$ cat src/rtl/moesif_pkg.sv
package moesif_pkg;
  localparam int ST_W  = 3;
  localparam int EV_W  = 3;
  localparam int BUS_W = 3;

  typedef enum logic [ST_W-1:0] {
    ST_I = 3'd0, ST_S = 3'd1, ST_F = 3'd2,
    ST_E = 3'd3, ST_O = 3'd4, ST_M = 3'd5
  } line_st_e;

  typedef enum logic [EV_W-1:0] {
    EV_LRD = 3'd0, EV_LWR = 3'd1, EV_LEV = 3'd2,
    EV_BRD = 3'd3, EV_BWR = 3'd4, EV_BUP = 3'd5
  } ev_kind_e;

  typedef enum logic [BUS_W-1:0] {
    BUS_NONE = 3'd0, BUS_RD = 3'd1, BUS_RFO = 3'd2,
    BUS_UPG = 3'd3, BUS_WB = 3'd4
  } bus_req_e;

  typedef struct packed {
    line_st_e nxt;
    bus_req_e bus;
    logic     supply;
    logic     wb;
    logic     err;
  } decision_t;
endpackage

$ cat src/rtl/moesif_decide.sv
module moesif_decide
  import moesif_pkg::*;
(
  input  logic [ST_W-1:0] cur,
  input  logic [EV_W-1:0] ev,
  input  logic            shared,
  output decision_t       dec
);
  line_st_e cs;
  assign cs = line_st_e'(cur);

  always_comb begin
    dec.nxt    = cs;
    dec.bus    = BUS_NONE;
    dec.supply = 1'b0;
    dec.wb     = 1'b0;
    dec.err    = 1'b0;
    case (ev)
      EV_LRD: begin
        if (cs == ST_I) begin
          dec.bus = BUS_RD;
          dec.nxt = shared ? ST_F : ST_E;
        end
      end
      EV_LWR: begin
        case (cs)
          ST_I:                 begin dec.bus = BUS_RFO; dec.nxt = ST_M; end
          ST_S, ST_F, ST_O:     begin dec.bus = BUS_UPG; dec.nxt = ST_M; end
          ST_E:                 dec.nxt = ST_M;
          default:              dec.nxt = cs;
        endcase
      end
      EV_LEV: begin
        case (cs)
          ST_I:             dec.err = 1'b1;
          ST_M, ST_O:       begin dec.bus = BUS_WB; dec.wb = 1'b1; dec.nxt = ST_I; end
          default:          dec.nxt = ST_I;
        endcase
      end
      EV_BRD: begin
        case (cs)
          ST_M:    begin dec.nxt = ST_O; dec.supply = 1'b1; end
          ST_O:    dec.supply = 1'b1;
          ST_F:    begin dec.nxt = ST_S; dec.supply = 1'b1; end
          ST_E:    dec.nxt = ST_S;
          default: dec.nxt = cs;
        endcase
      end
      EV_BWR: begin
        if (cs != ST_I) dec.nxt = ST_I;
        if (cs == ST_M || cs == ST_O) dec.supply = 1'b1;
      end
      EV_BUP: begin
        case (cs)
          ST_E, ST_M: dec.err = 1'b1;
          ST_O:       begin dec.nxt = ST_I; dec.supply = 1'b1; end
          ST_S, ST_F: dec.nxt = ST_I;
          default:    dec.nxt = cs;
        endcase
      end
      default: dec.err = 1'b1;
    endcase
  end
endmodule

$ cat src/rtl/moesif_line_store.sv
module moesif_line_store #(
  parameter int LINES = 16,
  parameter int W     = 3,
  localparam int IDX_W = (LINES > 1) ? $clog2(LINES) : 1
) (
  input  logic             clk,
  input  logic             rst,
  input  logic [IDX_W-1:0] rd_idx,
  output logic [W-1:0]     rd_data,
  input  logic             we,
  input  logic [IDX_W-1:0] wr_idx,
  input  logic [W-1:0]     wr_data
);
  logic [W-1:0] cells [LINES];

  for (genvar g = 0; g < LINES; g++) begin : g_cell
    always_ff @(posedge clk) begin
      if (rst)
        cells[g] <= '0;
      else if (we && wr_idx == IDX_W'(g))
        cells[g] <= wr_data;
    end
  end

  assign rd_data = cells[rd_idx];
endmodule

$ cat src/rtl/moesif_line_ctrl.sv
module moesif_line_ctrl
  import moesif_pkg::*;
#(
  parameter int LINES = 16,
  localparam int IDX_W = (LINES > 1) ? $clog2(LINES) : 1
) (
  input  logic             clk,
  input  logic             rst,
  input  logic             ev_valid,
  input  logic [2:0]       ev_kind,
  input  logic [IDX_W-1:0] ev_line,
  input  logic             fill_shared,
  output logic             out_valid,
  output logic [2:0]       out_prev,
  output logic [2:0]       out_state,
  output logic [2:0]       out_bus,
  output logic             out_supply,
  output logic             out_wb,
  output logic             out_err
);
  logic [ST_W-1:0] cur_st;
  decision_t       dec;

  moesif_line_store #(.LINES(LINES), .W(ST_W)) store_i (
    .clk    (clk),
    .rst    (rst),
    .rd_idx (ev_line),
    .rd_data(cur_st),
    .we     (ev_valid),
    .wr_idx (ev_line),
    .wr_data(dec.nxt)
  );

  moesif_decide decide_i (
    .cur   (cur_st),
    .ev    (ev_kind),
    .shared(fill_shared),
    .dec   (dec)
  );

  always_ff @(posedge clk) begin
    if (rst) begin
      out_valid  <= 1'b0;
      out_prev   <= '0;
      out_state  <= '0;
      out_bus    <= '0;
      out_supply <= 1'b0;
      out_wb     <= 1'b0;
      out_err    <= 1'b0;
    end else begin
      out_valid  <= ev_valid;
      out_prev   <= cur_st;
      out_state  <= dec.nxt;
      out_bus    <= dec.bus;
      out_supply <= ev_valid & dec.supply;
      out_wb     <= ev_valid & dec.wb;
      out_err    <= ev_valid & dec.err;
    end
  end
endmodule

$ cat config.mk
export PLATFORM = sky130hd
export DESIGN_NAME = moesif_line_ctrl
export DESIGN_NICKNAME = d
export VERILOG_FILES = /design/src/rtl/moesif_pkg.sv /design/src/rtl/moesif_decide.sv /design/src/rtl/moesif_line_store.sv /design/src/rtl/moesif_line_ctrl.sv
export SDC_FILE = /design/constraint.sdc
export NUM_CORES = 1
export LEC_CHECK = 0
export CORE_MARGIN = 2
export CORE_UTILIZATION = 39
export DETAILED_ROUTE_END_ITERATION = 8
export GPL_ROUTABILITY_DRIVEN = 0
export PLACE_DENSITY = 0.6
export RECOVER_POWER = 25
export SLEW_MARGIN = 30
export SYNTH_ARGS = -nofsm -noshare
export SYNTH_HDL_FRONTEND = slang
export SYNTH_HIERARCHICAL = 1
export SYNTH_SLANG_ARGS = --single-unit
$ cat constraint.sdc
create_clock -name clk -period 5.37 [get_ports clk]
set_clock_uncertainty 0.2 [all_clocks]
set_input_delay 0.8055 -clock clk [delete_from_list [all_inputs] [get_ports clk]]
set_output_delay 0.8055 -clock clk [all_outputs]
set_load 0.005 [all_outputs]
# Word-level counts from Yosys, hierarchy flattened
# Memory sizes are Yosys's and may differ from the RTL's.
# Cells that the tools add are included.
[word_totals]
reg_bits = 13
ram_bits = 48
memories = 1
romBits = 0
latchBits = 0
output_inout_bits = 13
[classes]
n_eq_ne = 25
shifts = 0
bitwise_logic = 19
div_mod_pow = 0
add_sub_neg = 0
n_mul = 0
n_lt_le_gt_ge = 0
mux = 86
reduce_logical = 28
[memory_table]
columns = ["memory", "depth", "word_bits", "rd", "rd_ports_with_merged_regs", "wr", "line", "source"]
rows = [
  ["store_i.cells", 16, 3, 1, 0, 16, "moesif_line_store.sv:14", "logic [W-1:0] cells [LINES];"],
]
[op_table]
columns = ["op", "n"]
rows = [
  ["3-bit 2-to-1 mux", 21],
  ["1-bit 2-to-1 mux", 58],
  ["4-bit == test, second input constant", 8],
  ["3-bit case mux with 6 select lines", 1],
  ["4-bit by 3-bit == test with 1-bit output, second input constant", 4],
  ["1-bit logical AND", 16],
  ["1-bit bitwise OR", 16],
  ["3-bit by 2-bit == test with 1-bit output, second input constant", 4],
  ["3-bit == test, second input constant", 4],
  ["3-bit case mux with 3 select lines", 1],
  ["4-bit by 2-bit == test with 1-bit output, second input constant", 2],
  ["3-bit by 1-bit == test with 1-bit output, second input constant", 2],
  ["3-bit logical NOT", 2],
  ["6-bit 2-to-1 mux", 1],
  ["1-bit case mux with 3 select lines", 2],
  ["3-bit case mux with 2 select lines", 1],
  ["2-bit OR reduction", 3],
  ["3-bit OR reduction", 2],
  ["5-bit OR reduction", 1],
  ["4-bit by 1-bit == test with 1-bit output, second input constant", 1],
  ["4-bit logical NOT", 1],
  ["2-bit case mux with 2 select lines", 1],
  ["4-bit OR reduction", 1],
  ["1-bit AND", 3],
  ["other kinds (2)", 2],
]

# Depth between registers and ports, before layout
# Gate-level depths: netlist of run 1.
[logic_depth]
ltp_word = 6
mapped_depth = 11
ltp_nobuf = 8

# By module
# Netlist of run 1, hierarchy kept.
[modules_own_cells]
columns = ["mod", "n_inst", "seq_area_each_um2", "cells_each", "area_each_um2"]
rows = [
  ["moesif_line_store", 1, 1441.4, 178, 2431.1],
  ["moesif_line_ctrl", 1, 260.2, 27, 399.1],
  ["moesif_decide", 1, 0.0, 56, 331.6],
]

# Worst setup path after synthesis of run 1
# OpenSTA, ideal clock, no wires.
[synth_path]
path_type = "input-to-reg"
start = "input port ev_line[0]"
end = "memory store_i.cells[0][0] (data pin)"
slack_ns = 2.116
t_arrival_ns = 2.799
setup_time_ns = 0.255
required_ns = 4.915
path_buffers = 2
stages = 10
path_cell_list = "buf_6 -> mux4_2 -> a22oi_1 -> nand3_1 -> nand2b_1 -> a211oi_2 -> o21ai_1 -> a221o_1 -> clkbuf_1 -> and2_1"
[synth_lines]
columns = ["item", "line", "source"]
rows = [
  ["start: declaration", "moesif_line_ctrl.sv:11", "input logic [IDX_W-1:0] ev_line,"],
  ["end: declaration", "moesif_line_store.sv:14", ""],
]

==> results of run 1 <==
-- worst max-delay path, cell delays in order --
cell,delay [ns]
dlygate4sd3_1,0.86
mux4_1,0.66
a22oi_1,0.26
nand3_1,0.36
nand2b_1,0.31
a211oi_2,0.24
o21ai_1,0.08
a221o_1,0.52
and2_1,0.24
-- metal layers --
metal  track usage [%]  vias up  share of wire, %
met4              7.73        0               1.9
li1                  -      994                 -
met2              26.1       37                50
met1              21.4     1014                45
met3              2.81        9               2.8
met5                 0        -                 0
-- path summary, 6_finish.rpt --
kind	slack, ns	depth (start not counted)	start	end
setup / recovery	0.92	9	ev_line[0]	store_i/cells[9][0]
hold / removal	0.85	5	store_i/cells[9][0]	out_prev[0]
setup reg to reg	1.98	8	store_i/cells[0][2]	store_i/cells[9][0]
hold reg to reg	0.85	5	store_i/cells[9][0]	out_prev[0]
-- synthesized netlist by cell type (4+ instances only) --
library cell,n
and2_1,48
buf_2,5
clkbuf_1,8
dfxtp_1,13
edfxtp_1,48
mux4_2,10
nand2_1,13
nand2b_1,5
nand3_1,7
nor2_1,19
nor2_2,4
nor2b_1,4
nor2b_2,8
o21ai_1,5
o21bai_1,16
-- power groups by stage --
stage               Sequential, mW  Combinational (mW)  Clock (mW)
finish                       0.535               0.141       0.396
global route                 0.536               0.155       0.427
CTS                          0.535               0.145       0.403
detailed placement           0.546               0.144           0
global placement             0.546               0.143           0
floorplan                    0.543              0.0937           0
-- sequential cells by signal, summed over array words and instances (netlist names) --
signal         count
out_wb             1
out_prev           3
out_valid          1
out_bus            3
out_err            1
out_supply         1
out_state          3
store_i/cells     48
-- cell usage in the layout, fill, tap and decap left out, drive strengths merged, types with 4 or more instances in the layout --
| cell | instances |
|---|---|
| and2 | 48 |
| o21bai | 16 |
| nor3 | 4 |
| clkdlybuf4s50 | 8 |
| mux4 | 12 |
| nand3 | 7 |
| o21ai | 5 |
| nand2 | 13 |
| edfxtp | 48 |
| nor2 | 23 |
| nor2b | 14 |
| dlygate4sd3 | 15 |
| clkbuf | 13 |
| dfxtp | 13 |
| nand2b | 5 |
| buf | 5 |
-- cells by family after synthesis --
family / after synthesis
buffers and inverters: 19
DFF: 61
and+or+nand+nor: 129
AOI/OAI and AO/OA: 40
muxes: 12
-- area by class of cell --
type                            count  area [µm²]  share of cell area [%]
Tap cell                          102         128                    3.49
Sequential cell                    61        1700                    46.5
Multi-Input combinational cell    181        1360                    37.1
Clock inverter                      3        16.3                   0.444
Inverter                            2        7.51                   0.205
Timing Repair Buffer               28         268                    7.31
Clock buffer                       13         180                    4.92
==> flow_metrics.env, run 1 <==
export IMPL_status="finished, final reports clean"
export IMPL_critPathArrivalTime_ns=4.34
export IMPL_routed_via_density=5.27
export IMPL_die_w_um=94.0
export IMPL_cts_resized_gates=0
export IMPL_final_layout_size_suffix_gt1_share_pct=17.4
export IMPL_drt_wl_total_mm=6.57
export IMPL_fin_cells=390
export IMPL_syn_nets=272
export IMPL_first_pass_iters=4
export IMPL_synthMuxAreaShare_pct=8.79
export IMPL_grt_overflow_total=0
export IMPL_n_antenna_cell=0
export IMPL_slew_headroom_pct=52.1
export IMPL_synth_fa_ha_area_share_pct=0
export IMPL_ir_drop_mv=0.133
export IMPL_synth_top_area_share_pct=45.6
export IMPL_final_period_utilization_pct=82.8
export IMPL_synth_ff_type="edfxtp_1"
export IMPL_grt_pass1_vias=2072
export IMPL_synth_top_area_cell="edfxtp_1"
export IMPL_syn_area_per_cell_um2=12.1
export IMPL_die_area_mm2=0.00884
export IMPL_ioPinCount=24
export IMPL_portBuffers=23
export IMPL_placed_area_mm2=0.00346
export IMPL_cts_inserted_buffers=9
export IMPL_area_growth_pct=15.8
export IMPL_die_h_um=94.0
export IMPL_via_count=2054
export IMPL_p_leak_nw=1.35
export IMPL_ys_warn_count=6
export IMPL_combPwrFrac_pct=13.2
export IMPL_fmax_ghz=0.225
export IMPL_synth_edf_count=48
export IMPL_fin_crit_ns=4.45
export IMPL_num_nets_final=294
export IMPL_fillers=733
export IMPL_path_class="primary input to register"
export IMPL_wl_per_cell_um=16.8
export IMPL_htreeDepth=3
export IMPL_cap_violations=0
export IMPL_layout_setup_ws_ns=0.922
export IMPL_dpl_cell_count=374
export IMPL_holdWs_ns=0.849
export IMPL_hpwl_mm=4.52
export IMPL_start_util_pct=40.5
export IMPL_antenna_found_initial=0
export IMPL_max_slew_worst_pin_slew_ns=0.716
export IMPL_seq_area_frac_synth_pct=53.8
export IMPL_final_hold_viol_count=0
export IMPL_design_area_mm2=0.00366
export IMPL_power_switching_uw=265
export IMPL_worstPathRequired_ns=5.26
export IMPL_power_density_mw_per_mm2=293
export IMPL_cts_setup_buffers=0
export IMPL_synthCells=261
export IMPL_rsz0062_at_grt="no"
export IMPL_num_rows=32
export IMPL_tns_ns=0
export IMPL_ant_nets=0
export IMPL_cts_buffer_depth=2
export IMPL_setup_violations=0
export IMPL_synth_top_family_by_area="simple AND/OR/NAND/NOR gates"
export IMPL_ys_ff_latch=61
export IMPL_root_buffer="clkbuf_8"
export IMPL_syn_cell_area_mm2=0.00316
export IMPL_synth_compound_area_share_pct=9.14
export IMPL_hold_class="register to register"
export IMPL_clk_latency_ns=0.34
export IMPL_grt_max_degree=21
export IMPL_synth_xor_area_share_pct=0
export IMPL_drt_iter0_drc=208
export IMPL_route_detailed_drc=0
export IMPL_holdBufCountCts=0
export IMPL_ys_types=43
export IMPL_finalPower_mw=1.07
export IMPL_async_flop_share_pct=0
export IMPL_clock_sinks=61
export IMPL_fin_util_pct=46.9
export IMPL_worstSetupEndpointType="register"
export IMPL_sw_frac_of_total_pct=24.7
export IMPL_yosys_top_cells_area="edfxtp_1 (46%), and2_1 (9.5%), dfxtp_1 (8.2%)"
export IMPL_path_clk_slew_ns=0.06
export IMPL_core_area_mm2=0.00781
export IMPL_seqPwrFrac_pct=49.9
export IMPL_slew_violations=0
export IMPL_cp_start_kind="primary input"
export IMPL_pre_cts_ws_ns=0.566
export IMPL_grt_pass1_wl_mm=10.7
export IMPL_p_clk_share_pct=36.9
export IMPL_internal_power_uw=807
export IMPL_yosys_area_share_simple_pct=25.1
export IMPL_cts_tree="built"
export IMPL_critPathMaxFanout=17
export IMPL_grtUsageTotal_pct=16.3
(Power assumes the default switching activity.)
==> run 2: changes to the inputs <==
clock period = 4.29 ns   (was 5.37 ns; I/O delays follow)
==> run 2 against run 1 <==
Non-clock buffer count up 5. Critical path depth unchanged. Clock power up 32%. Register-to-register slack worse by 0.72 ns. Global-route usage up 0.46 points. Combinational power up 28%. Sequential cell count unchanged. Final area up 1.4%.
==> flow_metrics.env, run 2 (same netlist as run 1, synthesis figures left out) <==
export IMPL_num_rows=32
export IMPL_grt_pass1_wl_mm=10.8
export IMPL_ioPinCount=24
export IMPL_hold_class="register to register"
export IMPL_fmax_ghz=0.258
export IMPL_start_util_pct=40.5
export IMPL_grtUsageTotal_pct=16.7
export IMPL_cap_violations=0
export IMPL_clock_sinks=61
export IMPL_die_area_mm2=0.00884
export IMPL_ant_nets=0
export IMPL_p_clk_share_pct=38.2
export IMPL_design_area_mm2=0.00371
export IMPL_grt_pass1_vias=2002
export IMPL_final_period_utilization_pct=90.2
export IMPL_worstPathRequired_ns=4.18
export IMPL_drt_iter0_drc=141
export IMPL_max_slew_worst_pin_slew_ns=0.651
export IMPL_path_class="primary input to register"
export IMPL_cts_tree="built"
export IMPL_first_pass_iters=7
export IMPL_power_switching_uw=352
export IMPL_num_nets_final=299
export IMPL_portBuffers=23
export IMPL_cts_inserted_buffers=9
export IMPL_fin_crit_ns=3.87
export IMPL_critPathMaxFanout=17
export IMPL_antenna_found_initial=0
export IMPL_core_area_mm2=0.00781
export IMPL_path_clk_slew_ns=0.07
export IMPL_final_cell_mix="and2_1 (48), edfxtp_1 (48), nor2_1 (19), o21bai_1 (16), dlygate4sd3_1 (15)"
export IMPL_cts_buffer_depth=2
export IMPL_startpoint="ev_line[0]"
export IMPL_drt_wl_total_mm=6.65
export IMPL_via_count=2052
export IMPL_holdBufCountCts=0
export IMPL_slew_headroom_pct=56.4
export IMPL_n_antenna_cell=0
export IMPL_combPwrFrac_pct=13.2
export IMPL_htreeDepth=3
export IMPL_fillers=720
export IMPL_area_growth_pct=17.4
export IMPL_r2r_slack_ns=1.26
export IMPL_grt_overflow_total=0
export IMPL_cp_start_kind="primary input"
export IMPL_cts_resized_gates=0
export IMPL_final_layout_size_suffix_gt1_share_pct=19.1
export IMPL_final_hold_viol_count=0
export IMPL_clk_latency_ns=0.34
export IMPL_die_h_um=94.0
export IMPL_largest_reg_flops=48
export IMPL_status="finished, final reports clean"
export IMPL_seqPwrFrac_pct=48.7
export IMPL_die_w_um=94.0
export IMPL_routed_via_density=5.19
export IMPL_slew_violations=0
export IMPL_setup_violations=0
export IMPL_hpwl_mm=4.72
export IMPL_placed_area_mm2=0.00350
export IMPL_power_density_mw_per_mm2=370
export IMPL_hp_start="store_i/cells[9][2]"
export IMPL_grt_max_degree=21
export IMPL_sw_frac_of_total_pct=25.6
export IMPL_root_buffer="clkbuf_8"
export IMPL_r2r_start="store_i/cells[0][2]"
export IMPL_critPathArrivalTime_ns=3.76
export IMPL_p_leak_nw=1.38
export IMPL_cts_setup_buffers=0
export IMPL_tns_ns=0
export IMPL_wl_per_cell_um=16.8
export IMPL_rsz0062_at_grt="no"
export IMPL_ir_drop_mv=0.198
export IMPL_worstSetupEndpointType="register"
export IMPL_internal_power_mw=1.02
export IMPL_regMostFlops="store_i/cells"
export IMPL_finalPower_mw=1.37
export IMPL_route_detailed_drc=0
[run 2: cell count changes in the layout (fill, tap and decap cells not counted), sizes merged]
cell / previous run / this run
buf: 5 / 10
clkbuf: 13 / 11
inv: 3 / 5
[run 2: final cells by class]
class	instances	area [µm²]	area share (%)
Inverter	2	7.51	0.202
Timing Repair Buffer	33	305	8.23
Multi-Input combinational cell	181	1360	36.6
Clock inverter	5	35.0	0.944
Clock buffer	11	174	4.69
Sequential cell	61	1700	45.9
Tap cell	102	128	3.44
[run 2: worst paths after layout]
check / depth (start not counted) / endpoint
setup reg to reg: 8 / store_i/cells[14][0]
hold / removal: 5 / out_prev[2]
setup / recovery: 9 / store_i/cells[14][0]
hold reg to reg: 5 / out_prev[2]
[run 2: critical path: stages]
cell	delay, ns
dlygate4sd3_1	0.81
mux4_1	0.62
a22oi_1	0.25
nand3_1	0.16
nand2b_1	0.20
a211oi_2	0.24
o21ai_1	0.07
a221o_1	0.51
and2_1	0.24
[run 2: layer usage]
layer	wire (µm)	share of wire [%]	track usage [%]
met1	2990	45	21.8
met2	3400	51	27.3
met3	148	2.2	2.89
met4	113	1.7	7.49
met5	0	0	0
[run 2: power groups by stage]
stage / combinational (mW) / clock (mW) / sequential, mW
CTS: 0.186 / 0.538 / 0.670
global placement: 0.184 / 0 / 0.682
floorplan: 0.117 / 0 / 0.680
finish: 0.181 / 0.524 / 0.669
detailed placement: 0.186 / 0 / 0.683
global route: 0.199 / 0.568 / 0.671
[run 2: per-stage QoR]
stage | hold slack (ns) | instances | util [%] | setup slack [ns]
3_3_place_gp | 0.830 | 379 | 44.9 | 0.0920
6_report | 0.853 | 395 | 47.5 | 0.418
3_5_place_dp | 0.836 | 379 | 44.9 | 0.0781
2_1_floorplan | 0.573 | 261 | - | 1.20
4_1_cts | 0.863 | 395 | 47.5 | 0.428
5_1_grt | 0.925 | 395 | 47.5 | 0.166
